$ cat config.mk
export PLATFORM = sky130hd
export DESIGN_NAME = sat_serial_ctrl
export DESIGN_NICKNAME = d
export VERILOG_FILES = /design/src/rtl/sat_pkg.sv /design/src/rtl/sat_sync.sv /design/src/rtl/sat_shifter.sv /design/src/rtl/sat_latch.sv /design/src/rtl/sat_serial_ctrl.sv
export SDC_FILE = /design/constraint.sdc
export NUM_CORES = 1
export LEC_CHECK = 0
export BUFFER_PORTS_ARGS = -buffer_cell sky130_fd_sc_hd__buf_2
export CORE_UTILIZATION = 48
export CTS_CLUSTER_DIAMETER = 120
export DETAILED_ROUTE_END_ITERATION = 10
export GPL_TIMING_DRIVEN = 0
export PLACE_DENSITY = 0.71
export SLEW_MARGIN = 25
export SYNTH_ARGS = -nofsm -noshare
export SYNTH_HDL_FRONTEND = slang
export SYNTH_SLANG_ARGS = --single-unit
$ cat constraint.sdc
create_clock -name clk -period 3 [get_ports clk]
set_input_delay 0.3 -clock clk [delete_from_list [all_inputs] [get_ports clk]]
set_output_delay 0.3 -clock clk [all_outputs]
set_load 0.01 [all_outputs]
$ cat src/rtl/sat_pkg.sv
package sat_pkg;
    localparam int unsigned SAT_WORD_W   = 8;
    localparam int unsigned SAT_STAGES   = 6;
    localparam int unsigned SAT_MAX_DB   = 58;
    localparam int unsigned SAT_SYNC_LEN = 2;
    localparam int unsigned SAT_LINES    = 3;
endpackage

$ cat src/rtl/sat_sync.sv
module sat_sync #(
    parameter int unsigned W       = 3,
    parameter int unsigned DEPTH   = 2,
    parameter logic [W-1:0] RST_VAL = '0
) (
    input  logic         clk,
    input  logic         rst_n,
    input  logic [W-1:0] din,
    output logic [W-1:0] dout
);
    logic [W-1:0] stage_q [DEPTH];

    for (genvar i = 0; i < DEPTH; i++) begin : g_stage
        if (i == 0) begin : g_first
            always_ff @(posedge clk or negedge rst_n) begin
                if (!rst_n) stage_q[i] <= RST_VAL;
                else        stage_q[i] <= din;
            end
        end else begin : g_next
            always_ff @(posedge clk or negedge rst_n) begin
                if (!rst_n) stage_q[i] <= RST_VAL;
                else        stage_q[i] <= stage_q[i-1];
            end
        end
    end

    assign dout = stage_q[DEPTH-1];
endmodule

$ cat src/rtl/sat_shifter.sv
module sat_shifter #(
    parameter int unsigned WORD_W = 8,
    localparam int unsigned CNT_W = $clog2(WORD_W + 2)
) (
    input  logic              clk,
    input  logic              rst_n,
    input  logic              sclk_s,
    input  logic              dat_s,
    input  logic              en_s,
    output logic [WORD_W-1:0] word,
    output logic              en_rise,
    output logic              count_bad
);
    localparam logic [CNT_W-1:0] CNT_MAX  = CNT_W'(WORD_W + 1);
    localparam logic [CNT_W-1:0] CNT_GOOD = CNT_W'(WORD_W);

    typedef struct packed {
        logic [WORD_W-1:0] sh;
        logic [CNT_W-1:0]  cnt;
        logic              sclk_p;
        logic              en_p;
    } shift_st_t;

    shift_st_t st_d, st_q;
    logic      sclk_rise;

    always_comb begin
        st_d      = st_q;
        sclk_rise = sclk_s & ~st_q.sclk_p;
        en_rise   = en_s & ~st_q.en_p;
        st_d.sclk_p = sclk_s;
        st_d.en_p   = en_s;
        if (sclk_rise && !en_s) begin
            st_d.sh = {st_q.sh[WORD_W-2:0], dat_s};
            if (st_q.cnt != CNT_MAX) st_d.cnt = st_q.cnt + 1'b1;
        end
        if (en_rise) st_d.cnt = '0;
    end

    always_ff @(posedge clk or negedge rst_n) begin
        if (!rst_n) begin
            st_q.sh     <= '0;
            st_q.cnt    <= '0;
            st_q.sclk_p <= 1'b0;
            st_q.en_p   <= 1'b1;
        end else begin
            st_q <= st_d;
        end
    end

    assign word      = st_q.sh;
    assign count_bad = (st_q.cnt != CNT_GOOD);

    p_shift_msb_first_r2: assert property (@(posedge clk) disable iff (!rst_n)
        (sclk_rise && !en_s) |=> (st_q.sh[0] == $past(dat_s)) &&
                                 (st_q.sh[WORD_W-1:1] == $past(st_q.sh[WORD_W-2:0])));

    p_idle_no_shift_r7: assert property (@(posedge clk) disable iff (!rst_n)
        en_s |=> $stable(st_q.sh));

    p_count_capped_r9: assert property (@(posedge clk) disable iff (!rst_n)
        st_q.cnt <= CNT_MAX);
endmodule

$ cat src/rtl/sat_latch.sv
module sat_latch #(
    parameter int unsigned WORD_W = 8,
    parameter int unsigned STAGES = 6,
    parameter int unsigned MAX_DB = 58
) (
    input  logic              clk,
    input  logic              rst_n,
    input  logic              load,
    input  logic [WORD_W-1:0] word,
    input  logic              bad,
    input  logic              err_clr,
    output logic [STAGES-1:0] stage_on,
    output logic [STAGES-1:0] atten_db,
    output logic              over_range,
    output logic              frame_err
);
    typedef struct packed {
        logic [STAGES-1:0] stg;
        logic              over;
        logic              err;
    } latch_st_t;

    latch_st_t st_d, st_q;
    logic [STAGES-1:0] weight_sum;

    always_comb begin
        st_d = st_q;
        if (load) begin
            st_d.stg  = word[STAGES-1:0];
            st_d.over = (int'(word[STAGES-1:0]) > int'(MAX_DB));
        end
        if (err_clr)      st_d.err = 1'b0;
        if (load && bad)  st_d.err = 1'b1;
    end

    always_ff @(posedge clk or negedge rst_n) begin
        if (!rst_n) st_q <= '0;
        else        st_q <= st_d;
    end

    always_comb begin
        weight_sum = '0;
        for (int k = 0; k < int'(STAGES); k++) begin
            if (st_q.stg[k]) weight_sum = weight_sum + STAGES'(1 << k);
        end
    end

    assign stage_on   = st_q.stg;
    assign atten_db   = weight_sum;
    assign over_range = st_q.over;
    assign frame_err  = st_q.err;

    p_latch_on_enable_r3: assert property (@(posedge clk) disable iff (!rst_n)
        !load |=> $stable(st_q.stg));

    p_range_after_load_r8: assert property (@(posedge clk) disable iff (!rst_n)
        $rose(st_q.over) |-> $past(load));

    p_err_sticky_r9: assert property (@(posedge clk) disable iff (!rst_n)
        (st_q.err && !err_clr) |=> st_q.err);

    p_err_cause_r9: assert property (@(posedge clk) disable iff (!rst_n)
        $rose(st_q.err) |-> $past(load && bad));
endmodule

$ cat src/rtl/sat_serial_ctrl.sv
module sat_serial_ctrl #(
    parameter int unsigned WORD_W = sat_pkg::SAT_WORD_W,
    parameter int unsigned STAGES = sat_pkg::SAT_STAGES,
    parameter int unsigned MAX_DB = sat_pkg::SAT_MAX_DB,
    parameter int unsigned SYNC_N = sat_pkg::SAT_SYNC_LEN
) (
    input  logic              clk,
    input  logic              rst_n,
    input  logic              ser_clk,
    input  logic              ser_dat,
    input  logic              ser_en,
    input  logic              err_clr,
    output logic [STAGES-1:0] stage_on,
    output logic [STAGES-1:0] atten_db,
    output logic              over_range,
    output logic              frame_err
);
    localparam int unsigned LINES = sat_pkg::SAT_LINES;
    localparam logic [LINES-1:0] IDLE = 3'b100;

    logic [LINES-1:0]  raw_lines, sync_lines;
    logic [WORD_W-1:0] word;
    logic              en_rise, count_bad;

    assign raw_lines = {ser_en, ser_dat, ser_clk};

    sat_sync #(.W(LINES), .DEPTH(SYNC_N), .RST_VAL(IDLE)) u_sync (
        .clk  (clk),
        .rst_n(rst_n),
        .din  (raw_lines),
        .dout (sync_lines)
    );

    sat_shifter #(.WORD_W(WORD_W)) u_shift (
        .clk      (clk),
        .rst_n    (rst_n),
        .sclk_s   (sync_lines[0]),
        .dat_s    (sync_lines[1]),
        .en_s     (sync_lines[2]),
        .word     (word),
        .en_rise  (en_rise),
        .count_bad(count_bad)
    );

    sat_latch #(.WORD_W(WORD_W), .STAGES(STAGES), .MAX_DB(MAX_DB)) u_latch (
        .clk       (clk),
        .rst_n     (rst_n),
        .load      (en_rise),
        .word      (word),
        .bad       (count_bad),
        .err_clr   (err_clr),
        .stage_on  (stage_on),
        .atten_db  (atten_db),
        .over_range(over_range),
        .frame_err (frame_err)
    );

    p_out_hold_r3: assert property (@(posedge clk) disable iff (!rst_n)
        !en_rise |=> $stable(atten_db));
endmodule

# Word-level counts from Yosys, hierarchy flattened
# Cells that the tools add are included.
[classes]
addsub = 6
order_cmp = 1
eq_ne = 2
muxes = 11
bitwise = 4
n_reduce_logical = 7
[ops]
columns = ["operator", "count"]
rows = [
  ["$mux 6", 5],
  ["$mux 4", 3],
  ["$ne 4x4->1 const B", 2],
  ["$add 6x3->6 const B", 1],
  ["$add 6x4->6 const B", 1],
  ["$add 6x5->6 const B", 1],
  ["$add 6x6->6 const B", 1],
  ["$gt 6x6->1 const B", 1],
  ["$reduce_bool 2->1", 3],
  ["$add 4x1->4 const B", 1],
  ["$add 1x2->3 const B", 1],
  ["$mux 1", 3],
  ["$and 1x1->1", 2],
  ["$logic_and 1x1->1", 2],
  ["$not 1->1", 2],
  ["$reduce_and 2->1", 1],
  ["$logic_not 1->1", 1],
]
[totals]
regBits = 26
inputBits = 6
out_inout_bits = 14
word_cells = 40

# Depth between registers and ports, before layout
# Gate-level depths: netlist of the first run.
[depth]
word_depth = 11
ltp_mapped = 5
mapped_depth_nobuf = 5

# Hierarchy
# From an unflattened synthesis of the first run, not the netlist that was laid out.
[unflattened]
hier_cells = 90
hier_area_um2 = 1234.9
[modules_own_cells]
columns = ["module", "n_inst", "cells_each", "area_each_um2", "seq_area_each_um2"]
rows = [
  ["sat_shifter", 1, 53, 679.4, 351.6],
  ["sat_latch", 1, 28, 380.4, 200.2],
  ["sat_sync", 1, 9, 175.2, 152.6],
]

# Least setup slack after synthesis of the first run
# Ideal clock, no wire load.
[synth_timing]
path_type = "flip-flop to flip-flop"
start = "reg u_shift.st_q[0] (netlist name)"
end = "reg u_latch.st_q (netlist bit u_latch.stage_on[2])"
setup_time_ns = 0.125
arrival_time_ns = 1.127
t_required_ns = 2.875
slack_ns = 1.748
stages_incl_launch_ff = 4
n_path_buf = 1
synth_period_minus_slack_ns = 1.252
cell_sequence = "dfstp_2 > nand2b_1 > buf_6 > mux2_2"
[synth_between]
elab_chain_cells = 2
[synth_lines]
columns = ["element", "line_no", "rtl"]
rows = [
  ["start: declaration", "sat_shifter.sv:24", "shift_st_t st_d, st_q;"],
  ["start signal: assignment", "sat_shifter.sv:47", "st_q <= st_d;"],
  ["$not 1->1", "sat_shifter.sv:30", "en_rise = en_s & ~st_q.en_p;"],
  ["$and 1x1->1", "sat_shifter.sv:30", ""],
  ["end signal: assignment", "sat_latch.sv:38", "else st_q <= st_d;"],
  ["end: declaration", "sat_latch.sv:23", "latch_st_t st_d, st_q;"],
]
# Every way passes these cells.
# A chain may end at the register's enable or synchronous reset.

# Final worst setup path of the first run
[layout_timing]
start = "reg u_shift.st_q[0] (netlist name)"
end = "reg u_latch.st_q (netlist bit u_latch.stage_on[3])"
# Same word-level chain as after synthesis.

==> flow_summary.yaml, run 1 <==
run_status:
  outcome: "finished, final reports clean"
drt:
  wl_per_cell_um: 12.1
  avgViaCountPerCell: 4.79
  drc_errors: 0
  vias: 594
  drtIter0Drc: 4
  antenna_left: 0
  wirelength_mm: 1.50
  dr.pass1.iters: 2
power:
  p_leak_uw: 0.000629
  ir_drop_mv: 0.532
  powerDensity_nw_per_um2: 789
logic_synthesis:
  synthTopCellsByCount: "dfrtp_1 (23), mux2_2 (12), buf_4 (6)"
  seq_area_frac_synth_pct: 61.5
  ys_ff_latch: 26
  netlist_top_cells_area: "dfrtp_1 (54%), mux2_2 (13%), dfstp_2 (7.4%)"
  yosys.area.top_type_share_pct: 54.1
  avgSynthCellArea_um2: 14.6
  syn_inst: 73
  syn_nets: 82
  synthArstFlopShare_pct: 100
  yosysMostFrequentCell: "dfrtp_1"
  synthesis.area_um2: 1060
  synth_edf_count: 0
  yosysTopAreaCell: "dfrtp_1"
  ys_types: 22
  synth_warnings: 0
  synth_ff_type: "dfrtp_1"
clock_network:
  clk_pin_slew_worst_paths_ns: 0.13
  clock_latency_ns: 0.32
  cts_setup_buffers: 0
  ctsHtreeMaxLevel: 1
  clock-root-buffer: "clkbuf_4"
  cts.path.max_buffers: 2
  clock_sinks: 26
  cts_buffers: 3
  cts_tree: "built"
finish:
  fin_area_um2: 1260
  drive_above_1_share_pct: 51.5
  area_growth_pct: 18.0
  nets: 107
  num_antenna_cells: 0
  fin_util_pct: 62.1
die:
  rows: 16
  die-area_um2: 2410
  start_util_pct: 52.7
  die_width_um: 49.1
  core_um2: 2020
  ios: 20
  die_h_um: 49.1
worst_setup_path:
  crit_type: "reg -> reg"
  crit_arrival_ns: 1.55
  required_ns: 3.22
  critical_path.max_fanout: 10
  startpoint_type: "flop"
  worst_setup_path_end_kind: "flop"
  worst-r2r-setup-slack_ns: 1.67
global_route:
  grt_max_degree: 27
  grt-ovfl-total: 0
  grt_usage_pct: 14.0
  grt_pass1_vias: 563
  grt_pass1_wl_mm: 2.50
  antenna_found_initial: 0
place:
  portBuffers: 19
  dpl_worst_slack_ns: 1.67
  hpwl_mm: 1.12
  dpl_cell_area_um2: 1190
  routabilityCongestion: 0.705
sta:
  clock_skew_ns: 0.00335
  worst_pin_slew_ns: 0.543
  setup_viol: 0
  maxSlewViolCount: 0
  setup_tns_ns: 0
  whs_ns: 0.0634
  slew_headroom_pct: 63.8
  fmax_mhz: 752
  rsz0062_at_grt: "no"
  finalCriticalPeriod_ns: 1.33
  hold_viol: 0
  finalCritPeriodShare_pct: 44.4
  setup_slack_ns: 1.67
job:
  drv_cap: 0
hold_path:
  hold_class: "in -> reg"
[flip-flops by register name, summed over array words and instances (netlist names)]
name and flops:
u_latch.frame_err 1, u_shift.word 6, u_shift.st_q 6, u_sync.stage_q 3, u_latch.stage_on 6, u_sync.dout 3
u_latch.over_range 1
[cells in the final DEF (no fill, tap or decap), types with 2 or more instances in the layout]
master	count
dfstp_2	3
a21oi_1	2
and3_2	2
clkbuf_4	3
ha_1	3
buf_4	6
dfrtp_1	23
mux2i_1	2
buf_6	2
buf_2	19
mux2_2	12
nand2_1	4
inv_1	3
[layer usage]
layer	track usage (%)	vias up	routed length (um)
li1	-	293	-
met1	17.0	284	687
met2	23.7	12	734
met3	2.18	5	46
met4	7.35	0	32
met5	0	-	0
[worst paths after layout]
kind | start | to | depth (start not counted)
worst min-delay path | ser_en | u_sync.stage_q[5] | 1
worst max-delay path | u_shift.st_q[0] | u_latch.stage_on[3] | 3
max in group asynchronous | rst_n | u_sync.dout[2] | 2
worst min register to register | u_sync.stage_q[3] | u_sync.dout[0] | 0
worst max register to register | u_shift.st_q[0] | u_latch.stage_on[3] | 3
min in group asynchronous | rst_n | u_shift.st_q[2] | 2
[worst max-delay path, stage by stage (launching register included)]
cell and delay [ns]:
dfstp_2 0.53, nand2b_1 0.20, buf_6 0.17, mux2_2 0.33
[report_power, final]
part           internal (uW)  leakage [uW]  switching [uW]  total [uW]
Combinational            157      0.000284             109         265
Clock                    135     0.0000279            97.4         233
Sequential               431      0.000317            62.0         493
Total                    723      0.000629             268         991
[cell type report]
class	count	area (um^2)
sequential	26	654
fill	154	766
multi-input combinational	36	332
inverter	3	11.3
clock inverter	1	30.0
timing repair buffer	20	105
clock buffer	3	22.5
tap	27	33.8
buffer	8	67.6
[cells by family (layout without fill, tap and decap cells)]
| group | after synthesis | after routing | synth area share, % |
|---|---|---|---|
| and+or+nand+nor | 12 | 12 | 8.58 |
| DFF | 26 | 26 | 61.5 |
| muxes | 14 | 14 | 14.6 |
| adders and majority gates | 3 | 3 | 3.53 |
| buffers and inverters | 11 | 35 | 7.40 |
| AOI/OAI and AO/OA | 7 | 7 | 4.47 |
[through the flow]
stage                     std cells  total power (uW)
after CTS                       124              1010
after global placement          119               762
after detailed placement        119               773
after floorplan                  73               663
final                           124               991
after global routing            124              1050
[repair_timing]
| action | 4_1_cts | 5_1_grt |
|---|---|---|
| hold buffers | 1 | 0 |
| hold endpoints to repair | 23 | 0 |
| resized for setup | 0 | 0 |
(Power assumes the default switching activity.)
==> run 2: changes to the inputs <==
==> constraint.sdc (replaced) <==
create_clock -name clk -period 1.3 [get_ports clk]
set_input_delay 0.13 -clock clk [delete_from_list [all_inputs] [get_ports clk]]
set_output_delay 0.13 -clock clk [all_outputs]
set_load 0.01 [all_outputs]
==> flow_summary.yaml, run 2 (synthesized netlist as in run 1, its figures left out) <==
drt:
  drc_errors: 0
  antenna_left: 0
  dr.pass1.iters: 2
  vias: 627
  drtIter0Drc: 2
  wirelength_mm: 1.64
  wl_per_cell_um: 12.6
  avgViaCountPerCell: 4.82
hold_path:
  min_from: "err_clr"
  holdPathStages: 2
  hold_class: "in -> reg"
  min_to: "u_latch.frame_err"
die:
  die_width_um: 49.1
  ios: 20
  start_util_pct: 52.7
  core_um2: 2020
  die-area_um2: 2410
  die_h_um: 49.1
  rows: 16
finish:
  nets: 113
  most-common-layout-cells: "dfrtp_1 (22), buf_2 (20), mux2_2 (12), buf_4 (7)"
  final.fill_count: 153
  final_cells: 130
  multi_input_area_um2: 340
  drive_above_1_share_pct: 53.4
  num_antenna_cells: 0
  final_common_cell: "dfrtp_1"
  fin_area_um2: 1320
  area_growth_pct: 24.0
  seq_area_um2: 656
sta:
  finalCriticalPeriod_ns: 1.28
  slew_headroom_pct: 63.8
  maxSlewViolCount: 0
  finalCritPeriodShare_pct: 98.2
  setup_viol: 0
  rsz0062_at_grt: "yes"
  clock_skew_ns: 0.000874
  worst_pin_slew_ns: 0.542
  fmax_mhz: 784
  hold_viol: 0
worst_setup_path:
  crit_chain: "nand2b_2 -> buf_6 -> mux2_2"
  required_ns: 1.52
  crit_buf_inv: 1
  r2r_start: "u_shift.st_q[0]"
  r2r_end: "u_latch.stage_on[3]"
  cp.depth: 3
  crit_arrival_ns: 1.49
  max_stage_delay_ns: 0.54
  worst_setup_path_end_kind: "flop"
  worst_path_max_delay_cell: "dfstp_2"
  cp_top_family: "flip-flops"
  reg2reg_depth: 3
  crit_type: "reg -> reg"
  startpoint_type: "flop"
  critical_path.max_fanout: 5
  worst-r2r-setup-slack_ns: 0.02
run_status:
  outcome: "finished, final reports clean"
job:
  drv_cap: 0
place:
  portBuffers: 19
  dpl_cell_area_um2: 1190
  hpwl_mm: 1.12
  dp.cells: 119
  routabilityCongestion: 0.705
clock_network:
  clock_sinks: 26
  cts.path.max_buffers: 2
  clock-root-buffer: "clkbuf_4"
  cts_buffers: 3
  cts_tree: "built"
  clock_latency_ns: 0.32
  ctsHtreeMaxLevel: 1
  clk_pin_slew_worst_paths_ns: 0.13
global_route:
  antenna_found_initial: 0
  grt_max_degree: 27
  grt_pass1_wl_mm: 2.64
  grt-ovfl-total: 0
  grt_usage_pct: 14.8
  grt_pass1_vias: 600
power:
  ir_drop_mv: 1.23
  p_leak_uw: 0.000658
  powerDensity_nw_per_um2: 1750
run 2: layer usage:
metal / track usage, % / up-vias / wire, um
met1: 17.4 / 306 / 750
met2: 26.0 / 12 / 812
met5: 0 / - / 0
met4: 7.35 / 0 / 32
met3: 2.18 / 5 / 45
li1: - / 304 / -
run 2: metrics by stage:
| step | TNS (ns) | utilization (%) | total power (uW) | setup slack, ns | hold WS (ns) |
|---|---|---|---|---|---|
| final | 0 | 65.3 | 2310 | 0.0239 | 0.00844 |
| after global placement | -0.124 | 59.0 | 1760 | -0.0421 | 0.151 |
| after floorplan | 0 | - | 1530 | 0.0479 | -0.166 |
| after detailed placement | -0.0779 | 59.0 | 1780 | -0.0267 | 0.148 |
| after global routing | -0.0308 | 65.3 | 2440 | -0.00759 | 0.00780 |
| after CTS | 0 | 64.2 | 2340 | 0.0199 | 0.00623 |
run 2: worst max-delay path by stage:
stage | startpoint | endpoint | slack (ns)
after detailed placement | u_shift.st_q[0] | u_latch.stage_on[3] | -0.03
after floorplan | u_shift.st_q[0] | u_latch.stage_on[2] | 0.05
after CTS | u_shift.st_q[1] | u_shift.word[1] | 0.02
final | u_shift.st_q[0] | u_latch.stage_on[3] | 0.02
after global placement | u_shift.st_q[0] | u_latch.stage_on[2] | -0.04
after global routing | u_shift.st_q[0] | u_latch.stage_on[4] | -0.008
run 2: area by class of cell:
cell class | instances | area share [%]
Clock buffer | 3 | 1.71
Inverter | 3 | 0.853
Sequential cell | 26 | 49.7
Clock inverter | 1 | 2.27
Buffer | 8 | 5.12
Timing Repair Buffer | 26 | 12.0
Multi-Input combinational cell | 36 | 25.8
Tap cell | 27 | 2.56
run 2: what timing repair did:
item	CTS	global route
gates resized for setup	2	4
setup endpoints to repair	4	10
cloned	0	2
hold buffers	4	0
buffers inserted	1	0
endpoints found under the hold margin	26	0
pin swaps	0	1
run 2: report_power, final:
| group | leakage (uW) | internal, uW | total (uW) | switching, uW |
|---|---|---|---|---|
| Clock | 0.0000279 | 312 | 538 | 226 |
| Sequential | 0.000316 | 996 | 1140 | 141 |
| Combinational | 0.000314 | 378 | 639 | 261 |
